$ cat config.mk
export PLATFORM = sky130hd
export DESIGN_NAME = mult_majority
export DESIGN_NICKNAME = d
export VERILOG_FILES = /design/src/rtl/mmaj_pkg.sv /design/src/rtl/mm_popcount.sv /design/src/rtl/mm_level_decode.sv /design/src/rtl/mult_majority.sv
export SDC_FILE = /design/constraint.sdc
export NUM_CORES = 1
export LEC_CHECK = 0
export BUFFER_PORTS_ARGS = -buffer_cell sky130_fd_sc_hd__buf_2
export CORE_MARGIN = 4
export CORE_UTILIZATION = 35
export CTS_CLUSTER_SIZE = 10
export DETAILED_ROUTE_END_ITERATION = 16
export HOLD_SLACK_MARGIN = 0.02
export SYNTH_ARGS = -nofsm -noshare
export SYNTH_HDL_FRONTEND = slang
export SYNTH_SLANG_ARGS = --single-unit
$ cat constraint.sdc
create_clock -name clk_i -period 0.8 [get_ports clk_i]
set_clock_uncertainty 0.05 [all_clocks]
set_input_delay 0.04 -clock clk_i [delete_from_list [all_inputs] [get_ports clk_i]]
set_output_delay 0.04 -clock clk_i [all_outputs]
set_load 0.02 [all_outputs]
$ cat src/rtl/mmaj_pkg.sv
package mmaj_pkg;

    // Default scaling of the encoded majority level: code = NINT((STEP*L - OFFS)/DIV)
    localparam int DEF_LVL_STEP = 50;
    localparam int DEF_LVL_OFFS = 25;
    localparam int DEF_LVL_DIV  = 4;

    // Encoded value of a level, rounded to nearest
    function automatic int level_to_code(input int level, input int step,
                                         input int offs, input int div);
        return (level * step - offs + div / 2) / div;
    endfunction

endpackage

$ cat src/rtl/mm_popcount.sv
module mm_popcount #(
    parameter int N_CH  = 16,
    parameter int CNT_W = 5
) (
    input  logic [N_CH-1:0]  hit_i,
    input  logic [N_CH-1:0]  enable_i,
    output logic [CNT_W-1:0] cnt_o,
    output logic             any_o
);

    logic [N_CH-1:0] live;

    for (genvar g = 0; g < N_CH; g++) begin : g_mask
        assign live[g] = hit_i[g] & enable_i[g];
    end

    always_comb begin
        cnt_o = '0;
        for (int i = 0; i < N_CH; i++) begin
            cnt_o = cnt_o + CNT_W'(live[i]);
        end
    end

    assign any_o = |live;

endmodule

$ cat src/rtl/mm_level_decode.sv
module mm_level_decode #(
    parameter int CODE_W   = 8,
    parameter int LVL_W    = 6,
    parameter int INT_MAX  = 16,
    parameter int EXT_MAX  = 20,
    parameter int LVL_STEP = 50,
    parameter int LVL_OFFS = 25,
    parameter int LVL_DIV  = 4
) (
    input  logic [CODE_W-1:0] code_i,
    input  logic              ext_mode_i,
    output logic [LVL_W-1:0]  level_o,
    output logic              valid_o
);

    // smallest L with STEP*L - OFFS > DIV*c - DIV/2
    localparam logic [31:0] BIAS = 32'(LVL_OFFS - LVL_DIV / 2);

    logic [31:0] scaled;
    logic [31:0] lvl_wide;
    logic [31:0] cap;

    always_comb begin
        scaled   = {{(32-CODE_W){1'b0}}, code_i} * 32'(LVL_DIV) + BIAS;
        lvl_wide = scaled / 32'(LVL_STEP) + 32'd1;
        cap      = ext_mode_i ? 32'(EXT_MAX) : 32'(INT_MAX);
        valid_o  = (code_i != '0) && (lvl_wide <= cap);
        level_o  = LVL_W'(lvl_wide);
    end

endmodule

$ cat src/rtl/mult_majority.sv
module mult_majority #(
    parameter int N_CH     = 16,
    parameter int EXT_W    = 5,
    parameter int CODE_W   = 8,
    parameter int INT_MAX  = 16,
    parameter int EXT_MAX  = 20,
    parameter int LVL_STEP = mmaj_pkg::DEF_LVL_STEP,
    parameter int LVL_OFFS = mmaj_pkg::DEF_LVL_OFFS,
    parameter int LVL_DIV  = mmaj_pkg::DEF_LVL_DIV
) (
    input  logic                        clk_i,
    input  logic                        rst_ni,
    input  logic [N_CH-1:0]             hit_i,
    input  logic [N_CH-1:0]             enable_i,
    input  logic                        ext_mode_i,
    input  logic [EXT_W-1:0]            ext_mult_i,
    input  logic [CODE_W-1:0]           maj_code_i,
    output logic                        or_o,
    output logic                        or_led_o,
    output logic [$clog2(N_CH+1)-1:0]   mult_o,
    output logic                        maj_o
);

    localparam int CNT_W = $clog2(N_CH + 1);
    localparam int TOT_W = $clog2(N_CH + (1 << EXT_W));
    localparam int LVL_W = TOT_W;
    localparam int INT_CODE_MAX =
        mmaj_pkg::level_to_code(INT_MAX, LVL_STEP, LVL_OFFS, LVL_DIV);

    typedef struct packed {
        logic             any;
        logic             led;
        logic [CNT_W-1:0] cnt;
        logic             maj;
    } mm_state_t;

    mm_state_t st_d, st_q;

    logic [CNT_W-1:0] cnt_now;
    logic             any_now;
    logic [LVL_W-1:0] level;
    logic             level_ok;
    logic [TOT_W-1:0] total;

    mm_popcount #(
        .N_CH  (N_CH),
        .CNT_W (CNT_W)
    ) u_count (
        .hit_i    (hit_i),
        .enable_i (enable_i),
        .cnt_o    (cnt_now),
        .any_o    (any_now)
    );

    mm_level_decode #(
        .CODE_W   (CODE_W),
        .LVL_W    (LVL_W),
        .INT_MAX  (INT_MAX),
        .EXT_MAX  (EXT_MAX),
        .LVL_STEP (LVL_STEP),
        .LVL_OFFS (LVL_OFFS),
        .LVL_DIV  (LVL_DIV)
    ) u_decode (
        .code_i     (maj_code_i),
        .ext_mode_i (ext_mode_i),
        .level_o    (level),
        .valid_o    (level_ok)
    );

    always_comb begin
        total = TOT_W'(cnt_now);
        if (ext_mode_i) begin
            total = total + TOT_W'(ext_mult_i);
        end
        st_d.any = any_now;
        st_d.led = any_now;
        st_d.cnt = cnt_now;
        st_d.maj = level_ok && (total >= level);
    end

    always_ff @(posedge clk_i or negedge rst_ni) begin
        if (!rst_ni) begin
            st_q <= '0;
        end else begin
            st_q <= st_d;
        end
    end

    assign or_o     = st_q.any;
    assign or_led_o = st_q.led;
    assign mult_o   = st_q.cnt;
    assign maj_o    = st_q.maj;

    // OR output agrees with a non-zero registered count
    a_r2_or_vs_count: assert property (@(posedge clk_i) disable iff (!rst_ni)
        or_o == (mult_o != '0));

    // indicator follows the OR output
    a_r3_led_follows: assert property (@(posedge clk_i) disable iff (!rst_ni)
        or_led_o == or_o);

    // count equals last cycle's masked population
    a_r4_count_tracks: assert property (@(posedge clk_i) disable iff (!rst_ni)
        mult_o == CNT_W'($countones($past(hit_i & enable_i))));

    // in local mode the flag needs a local hit
    a_r7_local_needs_hit: assert property (@(posedge clk_i) disable iff (!rst_ni)
        !ext_mode_i |=> (!maj_o || or_o));

    // code 0 never raises the flag
    a_r9_zero_code: assert property (@(posedge clk_i) disable iff (!rst_ni)
        (maj_code_i == '0) |=> !maj_o);

    // local mode rejects codes past its largest level
    a_r9_local_cap: assert property (@(posedge clk_i) disable iff (!rst_ni)
        (!ext_mode_i && (int'(maj_code_i) > INT_CODE_MAX)) |=> !maj_o);

endmodule

==> results of run 1 <==
-- how the worst max path moves through the flow --
stage | depth (start not counted) | to | slack [ns] | startpoint
floorplan | 35 | maj_o | -4.99 | maj_code_i[0]
global placement | 35 | maj_o | -5.12 | maj_code_i[0]
detailed placement | 35 | maj_o | -5.21 | maj_code_i[0]
CTS | 35 | maj_o | -4.87 | maj_code_i[1]
global route | 33 | maj_o | -5.19 | maj_code_i[1]
finish | 33 | maj_o | -4.84 | maj_code_i[1]
-- flip-flops by register name, indices dropped and copies added (netlist names) --
signal	flops
or_led_o	1
mult_o	5
maj_o	1
-- timing repair --
item	CTS	global route
setup buffers	8	7
pin swaps	37	27
resized for setup	53	15
hold endpoints to repair	7	0
endpoints found under the setup margin	15	15
hold buffers	1	0
-- metal layers --
layer / routed length (um) / vias to the layer above / share of wire [%] / track usage (%)
met5: 0 / - / 0 / 0
met4: 61 / 0 / 0.84 / 2.97
met3: 225 / 6 / 3.1 / 1.89
met2: 3920 / 51 / 54 / 31.8
met1: 3080 / 1238 / 42 / 20.1
li1: - / 1406 / - / -
-- worst max-delay path: cells and delay by family --
family	cells	cell delay, ns
AND/OR/NAND/NOR	9	1.51
AO/OA/AOI/OAI	14	2.44
adder cells (fa/ha/maj)	5	1.10
XOR/XNOR	2	0.21
buffers and inverters	2	0.14
multiplexers	1	0.25
-- synthesized netlist by cell type, types with 7 or more instances --
cell type	number
xnor2_1	14
inv_1	25
o21ai_0	10
nand2_1	23
fa_1	11
mux2i_1	8
nor2_1	19
ha_1	27
dfrtp_1	7
a21oi_1	17
-- cells by family after synthesis --
family                   Yosys count  share of synthesized area (%)
AND/OR/NAND/NOR                   94                           21.1
AO/OA/AOI/OAI                     90                           28.3
buffers and inverters             39                           9.03
adder cells (fa/ha/maj)           39                           22.9
XOR/XNOR                          18                           6.36
multiplexers                      12                           5.20
flip-flops                         7                           7.06
-- where the power goes --
| group | switching, mW | internal, mW |
|---|---|---|
| logic | 3.72 | 4.55 |
| clock network | 0.150 | 0.344 |
| registers | 0.0560 | 0.496 |
| total | 3.93 | 5.39 |
-- final cells by class --
type	instances	area, um^2
well taps	96	120
fillers	602	2760
clock buffers	4	45.0
repair buffers	169	1260
flip-flops and latches	7	175
inverters	25	93.8
multi-input cells	253	2380
-- per-stage QoR --
| step | setup WS, ns | hold slack [ns] | std cells | setup TNS [ns] |
|---|---|---|---|---|
| final | -4.84 | 0.125 | 554 | -17.10 |
| after global routing | -5.19 | 0.155 | 554 | -18.11 |
| after CTS | -4.87 | 0.127 | 547 | -17.09 |
| after detailed placement | -5.21 | -0.170 | 534 | -19.31 |
| after global placement | -5.12 | -0.170 | 534 | -19.05 |
| after floorplan | -4.99 | -0.306 | 299 | -17.21 |
==> results.sh, run 1 <==
export IMPL_hold_viol_final=0
export IMPL_rsz0062_at_grt="yes"
export IMPL_drt_wirelength_per_cell_um=13.2
export IMPL_failed_checks="setup timing"
export IMPL_start_kind="input pin"
export IMPL_cts_buffers=3
export IMPL_netlist_area_leader_share_pct=13.6
export IMPL_place_hpwl_um=5940
export IMPL_synth_area_um2=2480
export IMPL_worst_pin_slew_ns=0.450
export IMPL_cts_tree="yes"
export IMPL_root_buffer="clkbuf_8"
export IMPL_synth_avg_cell_area_um2=8.29
export IMPL_synth_main_ff_cell="dfrtp_1"
export IMPL_start_util_pct=36.3
export IMPL_die_h_um=92.2
export IMPL_synth_fp_nets=385
export IMPL_coreArea_um2=6830
export IMPL_cts_buffer_depth=2
export IMPL_drc=0
export IMPL_run_status="complete, but fails checks"
export IMPL_ys_types=69
export IMPL_power_mw=9.32
export IMPL_synthTopCellsByArea="ha_1, fa_1, dfrtp_1"
export IMPL_fp_dieW_um=92.2
export IMPL_path_class="input pin to flop"
export IMPL_yosys_warnings=0
export IMPL_layout_common_cells="buf_4, buf_2, ha_1, nand2_1"
export IMPL_ant_nets=0
export IMPL_grt_start_max_net_pins=18
export IMPL_num_nets_final=545
export IMPL_synth_seq_area_share_pct=7.06
export IMPL_fp_dieArea_um2=8500
export IMPL_stdcell_area_um2=4070
export IMPL_fin_util_pct=59.6
export IMPL_antenna_found_initial=0
export IMPL_slowest_delay_ns=0.54
export IMPL_io_pins=56
export IMPL_first_global_vias=2664
export IMPL_antenna_cells=0
export IMPL_numClockSinks=7
export IMPL_layout_min_cycle_time_ns=5.64
export IMPL_syn_inst=299
export IMPL_min_path_type="input pin to async pin"
export IMPL_critPathCaptureType="flop"
export IMPL_p_leak_nw=1.93
export IMPL_place_congestion=0.893
export IMPL_slew_viol_final=0
export IMPL_cp_max_fo=5
export IMPL_power_density_nw_per_um2=2290
export IMPL_place_area_um2=3620
export IMPL_synth_top_cell_by_area="ha_1"
export IMPL_clk_pin_slew_ns=0.04
export IMPL_period_share_pct=705
export IMPL_std_cell_rows=30
export IMPL_timing_slew_headroom_pct=69.7
export IMPL_synth_edf_count=0
export IMPL_grt_overflow_total=0
export IMPL_clock_fmax_ghz=0.177
export IMPL_dr_pass1_iters=4
export IMPL_mostFrequentLayoutCell="buf_4"
export IMPL_drt_iter0_drc=82
export IMPL_arrival_ns=5.70
export IMPL_peakVddDrop_mv=1.12
export IMPL_grt_pass1_wl_um=11900
export IMPL_area_growth_pct=64.1
export IMPL_maxCapViolations=0
export IMPL_dr_total_vias=2701
export IMPL_drive_gt1_share_pct=53.7
export IMPL_required_ns=0.86
export IMPL_setup_viol=15
export IMPL_synthArstFlopShare_pct=100
export IMPL_cpMaxStageDelayCell="or4b_1"
export IMPL_io_buffers=55
export IMPL_setup_slack_ns=-4.84
export IMPL_viasPerCell=4.88
export IMPL_grt_usage_pct=16.7
export IMPL_synth_seq_cells=7
export IMPL_htree_levels=1
export IMPL_wirelength_um=7290
Note: power is estimated with default switching activity, not from simulation.
==> run 2: changes to the inputs <==
CELL_PAD_IN_SITES_DETAIL_PLACEMENT = 1   (was unset)
CELL_PAD_IN_SITES_GLOBAL_PLACEMENT = 2   (was unset)
CORE_UTILIZATION = 33   (was 35)
PLACE_DENSITY_LB_ADDON = 0.1   (was unset)
==> run 2 against run 1 <==
- via count rose by 4.0%
- critical path depth did not move
- clock power rose by 3%
- critical endpoint unchanged
- the flow still finishes with violations (setup timing)
- highest routed layer unchanged
- die area rose by 5.5%
- sequential share of layout area fell by 0.097 points
- sequential power rose by 1%
==> results.sh, run 2 (synthesis results as in run 1) <==
export IMPL_run_status="complete, but fails checks"
export IMPL_failed_checks="setup timing"
export IMPL_clk_pin_slew_ns=0.04
export IMPL_drc=0
export IMPL_fp_dieW_um=94.7
export IMPL_cp_max_fo=5
export IMPL_required_ns=0.86
export IMPL_min_path_type="input pin to async pin"
export IMPL_slew_viol_final=0
export IMPL_critPathCaptureType="flop"
export IMPL_period_share_pct=725
export IMPL_io_pins=56
export IMPL_finalSetupTns_ns=-17.80
export IMPL_slowest_delay_ns=0.30
export IMPL_start_util_pct=34.0
export IMPL_fp_dieArea_um2=8970
export IMPL_timing_slew_headroom_pct=73.4
export IMPL_worst_pin_slew_ns=0.396
export IMPL_drive_gt1_share_pct=56.2
export IMPL_cts_buffer_depth=2
export IMPL_hold_viol_final=0
export IMPL_antenna_cells=0
export IMPL_dr_pass1_iters=4
export IMPL_rsz0062_at_grt="yes"
export IMPL_placedCellCount=545
export IMPL_clock_fmax_ghz=0.172
export IMPL_grt_usage_pct=20.1
export IMPL_grt_start_max_net_pins=11
export IMPL_ant_nets=0
export IMPL_io_buffers=55
export IMPL_grt_overflow_total=0
export IMPL_area_growth_pct=67.9
export IMPL_cts_tree="yes"
export IMPL_worstSetupEndpoint="maj_o"
export IMPL_path_class="input pin to flop"
export IMPL_viasPerCell=5.02
export IMPL_antenna_found_initial=0
export IMPL_pre_cts_ws_ns=-5.30
export IMPL_std_cell_rows=31
export IMPL_layout_common_cells="buf_4, buf_2, ha_1, nand2_1, inv_1"
export IMPL_drt_wirelength_per_cell_um=15.7
export IMPL_start_kind="input pin"
export IMPL_first_global_vias=3008
export IMPL_drt_iter0_drc=57
export IMPL_die_h_um=94.7
export IMPL_maxCapViolations=0
export IMPL_mostFrequentLayoutCell="buf_4"
export IMPL_setup_viol=15
export IMPL_p_leak_nw=1.97
export IMPL_finalNonFillerCells=560
export IMPL_setup_slack_ns=-5.00
export IMPL_coreArea_um2=7290
export IMPL_cts_buffers=3
export IMPL_htree_levels=1
export IMPL_grt_pass1_wl_um=14500
export IMPL_num_nets_final=548
export IMPL_dr_total_vias=2809
export IMPL_cpMaxStageDelayCell="mux2i_4"
export IMPL_peakVddDrop_mv=1.11
export IMPL_largest_reg_flops=5
export IMPL_arrival_ns=5.86
export IMPL_power_density_nw_per_um2=2440
export IMPL_place_congestion=0.796
export IMPL_wirelength_um=8810
export IMPL_cp_startpoint="maj_code_i[2]"
export IMPL_root_buffer="clkbuf_8"
export IMPL_layout_min_cycle_time_ns=5.80
export IMPL_place_hpwl_um=7400
export IMPL_numClockSinks=7
## run 2: cell count changes in the layout (fill, tap and decap cells not counted), sizes merged
cell and delta:
buf +3
## run 2: how the worst min path moves through the flow
stage	slack, ns	cells past startpoint	end
after floorplan	-0.31	0	maj_o
after CTS	0.12	2	mult_o[0]
after global placement	-0.17	1	mult_o[1]
after global routing	0.16	2	mult_o[0]
final	0.14	2	mult_o[0]
after detailed placement	-0.16	1	mult_o[1]
## run 2: critical path: cells and delay by family
family          cells  cell delay (ns)
xor+xnor            1             0.14
mux                 2             0.52
buf+inv             3             0.35
fa+ha+maj           4             0.95
compound gates     14             2.74
simple gates        9             1.10
## run 2: layer usage
metal  vias to the layer above  track usage, %  routed length (um)
met1                      1367            28.7                4310
met4                         0            3.00                  46
met5                         -               0                   0
met3                         6            1.35                 162
met2                        31            33.9                4300
li1                       1405               -                   -
## run 2: what timing repair did
| item | CTS | global route |
|---|---|---|
| endpoints found under the hold margin | 7 | 0 |
| setup endpoints to repair | 15 | 15 |
| resized for setup | 69 | 13 |
| hold buffers | 1 | 0 |
| setup buffers | 7 | 4 |
| pin swaps | 37 | 25 |
## run 2: through the flow
| step | instance area, um^2 | hold slack [ns] | util (%) | total power [mW] |
|---|---|---|---|---|
| after floorplan | 2620 | -0.306 | - | 5.18 |
| after global placement | 3680 | -0.168 | 50.5 | 7.59 |
| after detailed placement | 3680 | -0.164 | 50.5 | 7.95 |
| after CTS | 4070 | 0.117 | 55.8 | 9.66 |
| after global routing | 4160 | 0.159 | 57.1 | 11.1 |
| final | 4160 | 0.142 | 57.1 | 10.2 |
## run 2: power breakdown
group	leakage, nW	switching, mW	total, mW	internal [mW]
Sequential	0.0840	0.0614	0.558	0.497
Clock	0.0228	0.161	0.507	0.345
Combinational	1.86	4.21	9.11	4.90
Total	1.97	4.43	10.2	5.75
## run 2: area by class of cell
type	instances	area [um^2]
Inverter	25	93.8
Tap cell	99	124
Fill cell	890	3130
Sequential cell	7	175
Timing Repair Buffer	172	1300
Multi-Input combinational cell	253	2430
Clock buffer	4	45.0
==> run 3: changes to the inputs <==
CAP_MARGIN = 10   (was unset)
RECOVER_POWER = 25   (was unset)
==> run 3 against run 2 <==
- the run still ends with setup timing left
- sequential cell count stayed put
- via count stayed put
- worst hold slack better by 0.070 ns
- critical path depth stayed put
- clock power hardly changed
- utilization hardly changed
- final area hardly changed
- power hardly changed
- cell count stayed put
- critical endpoint unchanged
- largest power group unchanged
- non-clock buffer count stayed put
- routed wire length hardly changed
- first-iteration DRC count stayed put
- critical path type unchanged
==> results.sh, run 3 (synthesis results as in run 1) <==
export IMPL_htree_levels=1
export IMPL_fp_dieArea_um2=8970
export IMPL_drt_wirelength_per_cell_um=15.7
export IMPL_dr_total_vias=2809
export IMPL_root_buffer="clkbuf_8"
export IMPL_p_leak_nw=1.97
export IMPL_dr_pass1_iters=4
export IMPL_failed_checks="setup timing"
export IMPL_num_nets_final=548
export IMPL_stdcell_area_um2=4160
export IMPL_critPathCaptureType="flop"
export IMPL_io_buffers=55
export IMPL_cts_buffers=3
export IMPL_first_global_vias=3008
export IMPL_start_util_pct=34.0
export IMPL_worst_pin_slew_ns=0.396
export IMPL_cts_buffer_depth=2
export IMPL_cp_max_fo=5
export IMPL_hold_viol_final=0
export IMPL_largest_reg_flops=5
export IMPL_path_class="input pin to flop"
export IMPL_slew_viol_final=0
export IMPL_required_ns=0.86
export IMPL_slowest_delay_ns=0.30
export IMPL_mostFrequentLayoutCell="buf_4"
export IMPL_place_congestion=0.796
export IMPL_setup_slack_ns=-5.00
export IMPL_layout_common_cells="buf_4, buf_2, ha_1, nand2_1, inv_1"
export IMPL_rsz0062_at_grt="yes"
export IMPL_std_cell_rows=31
export IMPL_place_area_um2=3680
export IMPL_wirelength_um=8810
export IMPL_multi_input_area_um2=2430
export IMPL_period_share_pct=725
export IMPL_drc=0
export IMPL_antenna_found_initial=0
export IMPL_start_kind="input pin"
export IMPL_maxCapViolations=0
export IMPL_coreArea_um2=7290
export IMPL_antenna_cells=0
export IMPL_arrival_ns=5.86
export IMPL_nFillCells=890
export IMPL_cts_tree="yes"
export IMPL_clock_fmax_ghz=0.172
export IMPL_viasPerCell=5.02
export IMPL_grt_pass1_wl_um=14500
export IMPL_grt_start_max_net_pins=11
export IMPL_numClockSinks=7
export IMPL_regArea_um2=175
export IMPL_setup_viol=15
export IMPL_drt_iter0_drc=57
export IMPL_grt_overflow_total=0
export IMPL_pre_cts_ws_ns=-5.30
export IMPL_place_hpwl_um=7400
export IMPL_ant_nets=0
export IMPL_grt_usage_pct=20.1
export IMPL_cpMaxStageDelayCell="mux2i_4"
export IMPL_die_h_um=94.7
export IMPL_run_status="complete, but fails checks"
export IMPL_timing_slew_headroom_pct=73.4
export IMPL_layout_min_cycle_time_ns=5.80
export IMPL_min_path_type="input pin to async pin"
export IMPL_drive_gt1_share_pct=56.0
export IMPL_clk_pin_slew_ns=0.04
export IMPL_fp_dieW_um=94.7
export IMPL_power_density_nw_per_um2=2450
export IMPL_peakVddDrop_mv=1.11
export IMPL_io_pins=56
export IMPL_area_growth_pct=67.8
[run 3: cell types whose count changed in the layout (fill, tap and decap cells not counted), sizes merged]
cell | before | now
buf | 171 | 170
clkbuf | 4 | 5
[run 3: timing repair]
| item | 4_1_cts | 5_1_grt |
|---|---|---|
| pin swaps | 37 | 25 |
| buffers inserted | 7 | 4 |
| cloned | 0 | 0 |
| endpoints found under the hold margin | 7 | 0 |
| gates resized for setup | 69 | 13 |
| hold buffers | 1 | 0 |
| endpoints found under the setup margin | 15 | 15 |
[run 3: cell type report]
cell class / instances / area share, %
repair buffers: 172 / 31.1
multi-input cells: 253 / 58.3
flip-flops and latches: 7 / 4.21
well taps: 99 / 2.98
inverters: 25 / 2.25
clock buffers: 4 / 1.08
[run 3: metrics by stage]
step / cells / power [mW] / util (%) / TNS, ns / hold WS, ns
floorplan: 299 / 5.18 / - / -17.21 / -0.306
global placement: 545 / 7.59 / 50.5 / -19.40 / -0.168
detailed placement: 545 / 7.95 / 50.5 / -19.87 / -0.164
CTS: 557 / 9.66 / 55.8 / -17.59 / 0.117
global route: 560 / 11.1 / 57.1 / -18.92 / 0.253
finish: 560 / 10.2 / 57.1 / -17.80 / 0.212
[run 3: worst paths after layout]
check                         startpoint         to  depth (start not counted)
worst max-delay path       maj_code_i[2]      maj_o                         33
worst min-delay path              rst_ni  mult_o[0]                          2
max in group asynchronous         rst_ni  mult_o[4]                          2
min in group clk_i          enable_i[15]   or_led_o                          5
[run 3: worst max-delay path, delay by kind of cell]
family                     cells  cell delay [ns]
and+or+nand+nor                9             1.10
xor gates and xnor gates       1             0.14
adders and majority gates      4             0.95
AOI/OAI and AO/OA             14             2.74
muxes                          2             0.52
buffers and inverters          3             0.35
[run 3: power by group]
part | leakage, nW | internal, mW | switching [mW] | total, mW
clock network | 0.0228 | 0.345 | 0.161 | 0.507
registers | 0.0840 | 0.497 | 0.0614 | 0.558
logic | 1.86 | 4.90 | 4.21 | 9.11
[run 3: metal layers]
metal | routed length, um | GRT usage, %
met2 | 4300 | 33.9
met4 | 46 | 3.00
met1 | 4300 | 28.7
met5 | 0 | 0
met3 | 162 | 1.35
